$ cat config.mk
export PLATFORM = sky130hd
export DESIGN_NAME = mxc_ripple_adder
export DESIGN_NICKNAME = d
export VERILOG_FILES = /design/src/rtl/mxc_pkg.sv /design/src/rtl/mxc_carry_mux.sv /design/src/rtl/mxc_cell.sv /design/src/rtl/mxc_column.sv /design/src/rtl/mxc_ripple_adder.sv
export SDC_FILE = /design/constraint.sdc
export NUM_CORES = 1
export LEC_CHECK = 0
export CAP_MARGIN = 20
export CORE_AREA = 2 2 39 41
export DETAILED_ROUTE_END_ITERATION = 8
export DIE_AREA = 0 0 41 43
export DONT_BUFFER_PORTS = 1
export GPL_TIMING_DRIVEN = 0
export PLACE_DENSITY = 0.73
export SYNTH_ARGS = -nofsm -noshare
export SYNTH_HDL_FRONTEND = slang
export SYNTH_HIERARCHICAL = 1
export SYNTH_SLANG_ARGS = --single-unit
$ cat constraint.sdc
create_clock -name vclk -period 7.25
set_input_delay 0.3625 -clock vclk [all_inputs]
set_output_delay 0.3625 -clock vclk [all_outputs]
set_load 0.005 [all_outputs]
$ cat src/rtl/mxc_pkg.sv
package mxc_pkg;
  // One-bit cell outputs grouped together.
  typedef struct packed {
    logic carry;
    logic sum;
  } mxc_bit_t;

  localparam int unsigned MXC_DEFAULT_WIDTH = 16;
endpackage

$ cat src/rtl/mxc_carry_mux.sv
module mxc_carry_mux (
  input  logic sel,
  input  logic in_one,
  input  logic in_zero,
  output logic out
);
  // Two-input selector matching a carry-chain select element.
  always_comb begin
    out = sel ? in_one : in_zero;
  end
endmodule

$ cat src/rtl/mxc_cell.sv
module mxc_cell
  import mxc_pkg::*;
(
  input  logic bit_a,
  input  logic bit_b,
  input  logic c_in,
  output logic s_out,
  output logic c_out
);
  logic     half_sum;
  mxc_bit_t res;

  always_comb begin
    half_sum  = bit_a ^ bit_b;
    res.sum   = half_sum ^ c_in;
  end

  // Carry: forward c_in when the bits differ, bit_a when they agree.
  mxc_carry_mux u_cmux (
    .sel    (half_sum),
    .in_one (c_in),
    .in_zero(bit_a),
    .out    (res.carry)
  );

  assign s_out = res.sum;
  assign c_out = res.carry;

  // the arithmetic total of the cell matches the selector-built pair
  always_comb begin
    p_cell_total_r2: assert ({c_out, s_out} == (2'(bit_a) + 2'(bit_b) + 2'(c_in)))
      else $error("cell total mismatch");
  end

  // when both operand bits agree, the carry equals that common value
  always_comb begin
    if (bit_a == bit_b) begin
      p_agree_carry_r2: assert (c_out == bit_b)
        else $error("agreeing bits did not set carry");
    end
  end

  // sum is set exactly when an odd number of inputs are high
  always_comb begin
    p_sum_parity_r1: assert (s_out == ($countones({bit_a, bit_b, c_in}) % 2 == 1))
      else $error("cell sum parity mismatch");
  end
endmodule

$ cat src/rtl/mxc_column.sv
module mxc_column #(
  parameter int unsigned WIDTH = 16
) (
  input  logic [WIDTH-1:0] col_a,
  input  logic [WIDTH-1:0] col_b,
  input  logic             col_cin,
  output logic [WIDTH-1:0] col_sum,
  output logic             col_cout
);
  localparam int unsigned LINKS = WIDTH + 1;

  logic [LINKS-1:0] link;

  assign link[0] = col_cin;

  for (genvar g = 0; g < WIDTH; g++) begin : g_bit
    mxc_cell u_cell (
      .bit_a(col_a[g]),
      .bit_b(col_b[g]),
      .c_in (link[g]),
      .s_out(col_sum[g]),
      .c_out(link[g+1])
    );

    // a carry leaves bit g only if two or more of its inputs are high
    always_comb begin
      p_link_majority_r4: assert (link[g+1] ==
          ($countones({col_a[g], col_b[g], link[g]}) >= 2))
        else $error("carry link %0d wrong", g);
    end
  end

  assign col_cout = link[WIDTH];
endmodule

$ cat src/rtl/mxc_ripple_adder.sv
module mxc_ripple_adder #(
  parameter int unsigned WIDTH = 16
) (
  input  logic [WIDTH-1:0] op_a,
  input  logic [WIDTH-1:0] op_b,
  input  logic             carry_in,
  output logic [WIDTH:0]   result
);
  localparam int unsigned RES_W = WIDTH + 1;

  logic [WIDTH-1:0] sum_bits;
  logic             top_carry;

  mxc_column #(.WIDTH(WIDTH)) u_column (
    .col_a   (op_a),
    .col_b   (op_b),
    .col_cin (carry_in),
    .col_sum (sum_bits),
    .col_cout(top_carry)
  );

  assign result = {top_carry, sum_bits};

  // whole result equals the arithmetic sum at full width
  always_comb begin
    p_total_match_r4: assert (result ==
        ({1'b0, op_a} + {1'b0, op_b} + RES_W'(carry_in)))
      else $error("adder total mismatch");
  end

  // the top bit is set whenever both operands are all ones
  always_comb begin
    if ((&op_a) && (&op_b)) begin
      p_top_carry_r3: assert (result[WIDTH])
        else $error("top carry missing");
    end
  end

  // all-ones plus zero plus carry-in yields exactly 2^WIDTH
  always_comb begin
    if ((&op_a) && (op_b == '0) && carry_in) begin
      p_full_ripple_r5: assert (result == (RES_W'(1) << WIDTH))
        else $error("full ripple failed");
    end
  end
endmodule

==> impl_metrics.toml <==
[outcome]
status = "finished clean"

[floorplanning]
dieArea_sq_um = 1760
rows = 14
die_h_um = 43
die_w_um = 41
start_util_pct = 55.5
io_pins = 50
core_sq_um = 1380

[setup_path]
arrival_ns = 5.09
path_max_fanout = 2
start_kind = "input pin"
worstSetupEndpointType = "primary output"
critPathRequiredTime_ns = 6.89
path_class = "in2out"

[global_route]
grt-ovfl-total = 0
grt_pass1_vias = 474
grt_max_degree = 4
grt_antenna_before_repair = 0
grt_pass1_wl_um = 1880
grt_usage_pct = 15.2

[final_layout]
area_growth_pct = 2.61
seq_area_sq_um = 0
nFlopsAndLatches = 0
antennaDiodeCount = 0
nets = 84
n_clock_buffer = 0
final_util_pct = 57.0
drive_above_1_share_pct = 34.7

[routing]
drt_first_pass_iters = 2
via_per_inst = 6.06
wire_per_inst_um = 20.6
ant_nets = 0
drt_wl_total_um = 1340
num_vias = 394
drt_iter0_drc = 2
drc = 0

[pwr]
power_uw = 80.2
ir_drop_uv = 41.4
power_per_cell_area_nw_per_um2 = 102
p_leak_uw = 0.000448

[cts]
cts_setup_buffers = 0
postCtsHoldBufs = 0
post_cts_resize_count = 0

[timing]
fmax_mhz = 183
finalCritPeriodShare_pct = 75.2
setup_violations = 0
fin_setup_tns_ns = 0
max_slew_margin_pct = 86.4
hold_viol = 0
rsz0062_at_grt = "false"
whs_ns = 0.874
worst_pin_slew_ns = 0.204
min_period_ns = 5.45
drv_slew = 0

[yosys]
synth_fp_nets = 82
syn_avg_cell_area_sq_um = 15.7
synth-seq-area-share_pct = 0
synth.largest_area_cell = "xor3_1"
yosys-top-cells-area = "xor3_1 (50%), mux2_4 (31%), xor2_1 (18%)"
syn-instance-count = 49
synth_cell_types = 4
mappedNetlistArea_sq_um = 768
ys_warn_count = 6
synth_top_area_share_pct = 49.5

[worst_hold_path]
worstHoldPathType = "in2out"

[placement]
detailed_place_hpwl_um = 1240
io_buffer_count = 0
place_congestion = 0.528

[run]
drv_cap = 0
final cells by class:
cell class                      count  area (sq um)
Buffer                              1          7.51
Fill cell                         121           596
Tap cell                           16          20.0
Multi-Input combinational cell     48           761
cells in the final DEF, fill, tap and decap left out, drive strengths merged:
master	synthesis	layout
buf	1	1
mux2	16	16
xor2	16	16
xor3	16	16
metrics by stage:
| stage | area [sq um] | setup slack [ns] | instances |
|---|---|---|---|
| after floorplan | 768 | 1.98 | 49 |
| after global placement | 788 | 1.92 | 65 |
| after detailed placement | 788 | 1.78 | 65 |
| after CTS | 788 | 1.78 | 65 |
| after global routing | 788 | 1.71 | 65 |
| final | 788 | 1.80 | 65 |
logic make-up after synthesis:
| kind of cell | after synthesis | synth area share, % |
|---|---|---|
| buffers and inverters | 1 | 0.978 |
| XOR/XNOR | 32 | 67.8 |
| multiplexers | 16 | 31.3 |
metal layers:
layer  part of all wire (%)  track usage (%)
met1                     25             11.0
met2                     65             35.3
met3                     10             2.09
met4                      0                0
met5                      0                0
power breakdown:
part | total [uW] | internal [uW] | switching [uW] | leakage (uW)
Combinational | 80.2 | 54.9 | 25.3 | 0.000448
Sequential | 0 | 0 | 0 | 0
Clock | 0 | 0 | 0 | 0
cells in the mapped netlist:
cell / number
mux2_4: 16
buf_4: 1
xor2_1: 16
xor3_1: 16
critical path, cell delays in order:
cell and delay, ns:
xor2_1 0.19, mux2_4 0.33, mux2_4 0.27, mux2_4 0.28
mux2_4 0.27, mux2_4 0.27, mux2_4 0.27, mux2_4 0.27
mux2_4 0.27, mux2_4 0.27, mux2_4 0.27, mux2_4 0.28
mux2_4 0.28, mux2_4 0.27, mux2_4 0.27, mux2_4 0.27
mux2_4 0.26, buf_4 0.13
path summary, 6_finish.rpt:
kind,start,to,depth (start not counted)
hold / removal,carry_in,result[0],1
setup / recovery,op_b[0],result[16],18
Power figures use the tool's default switching activity.
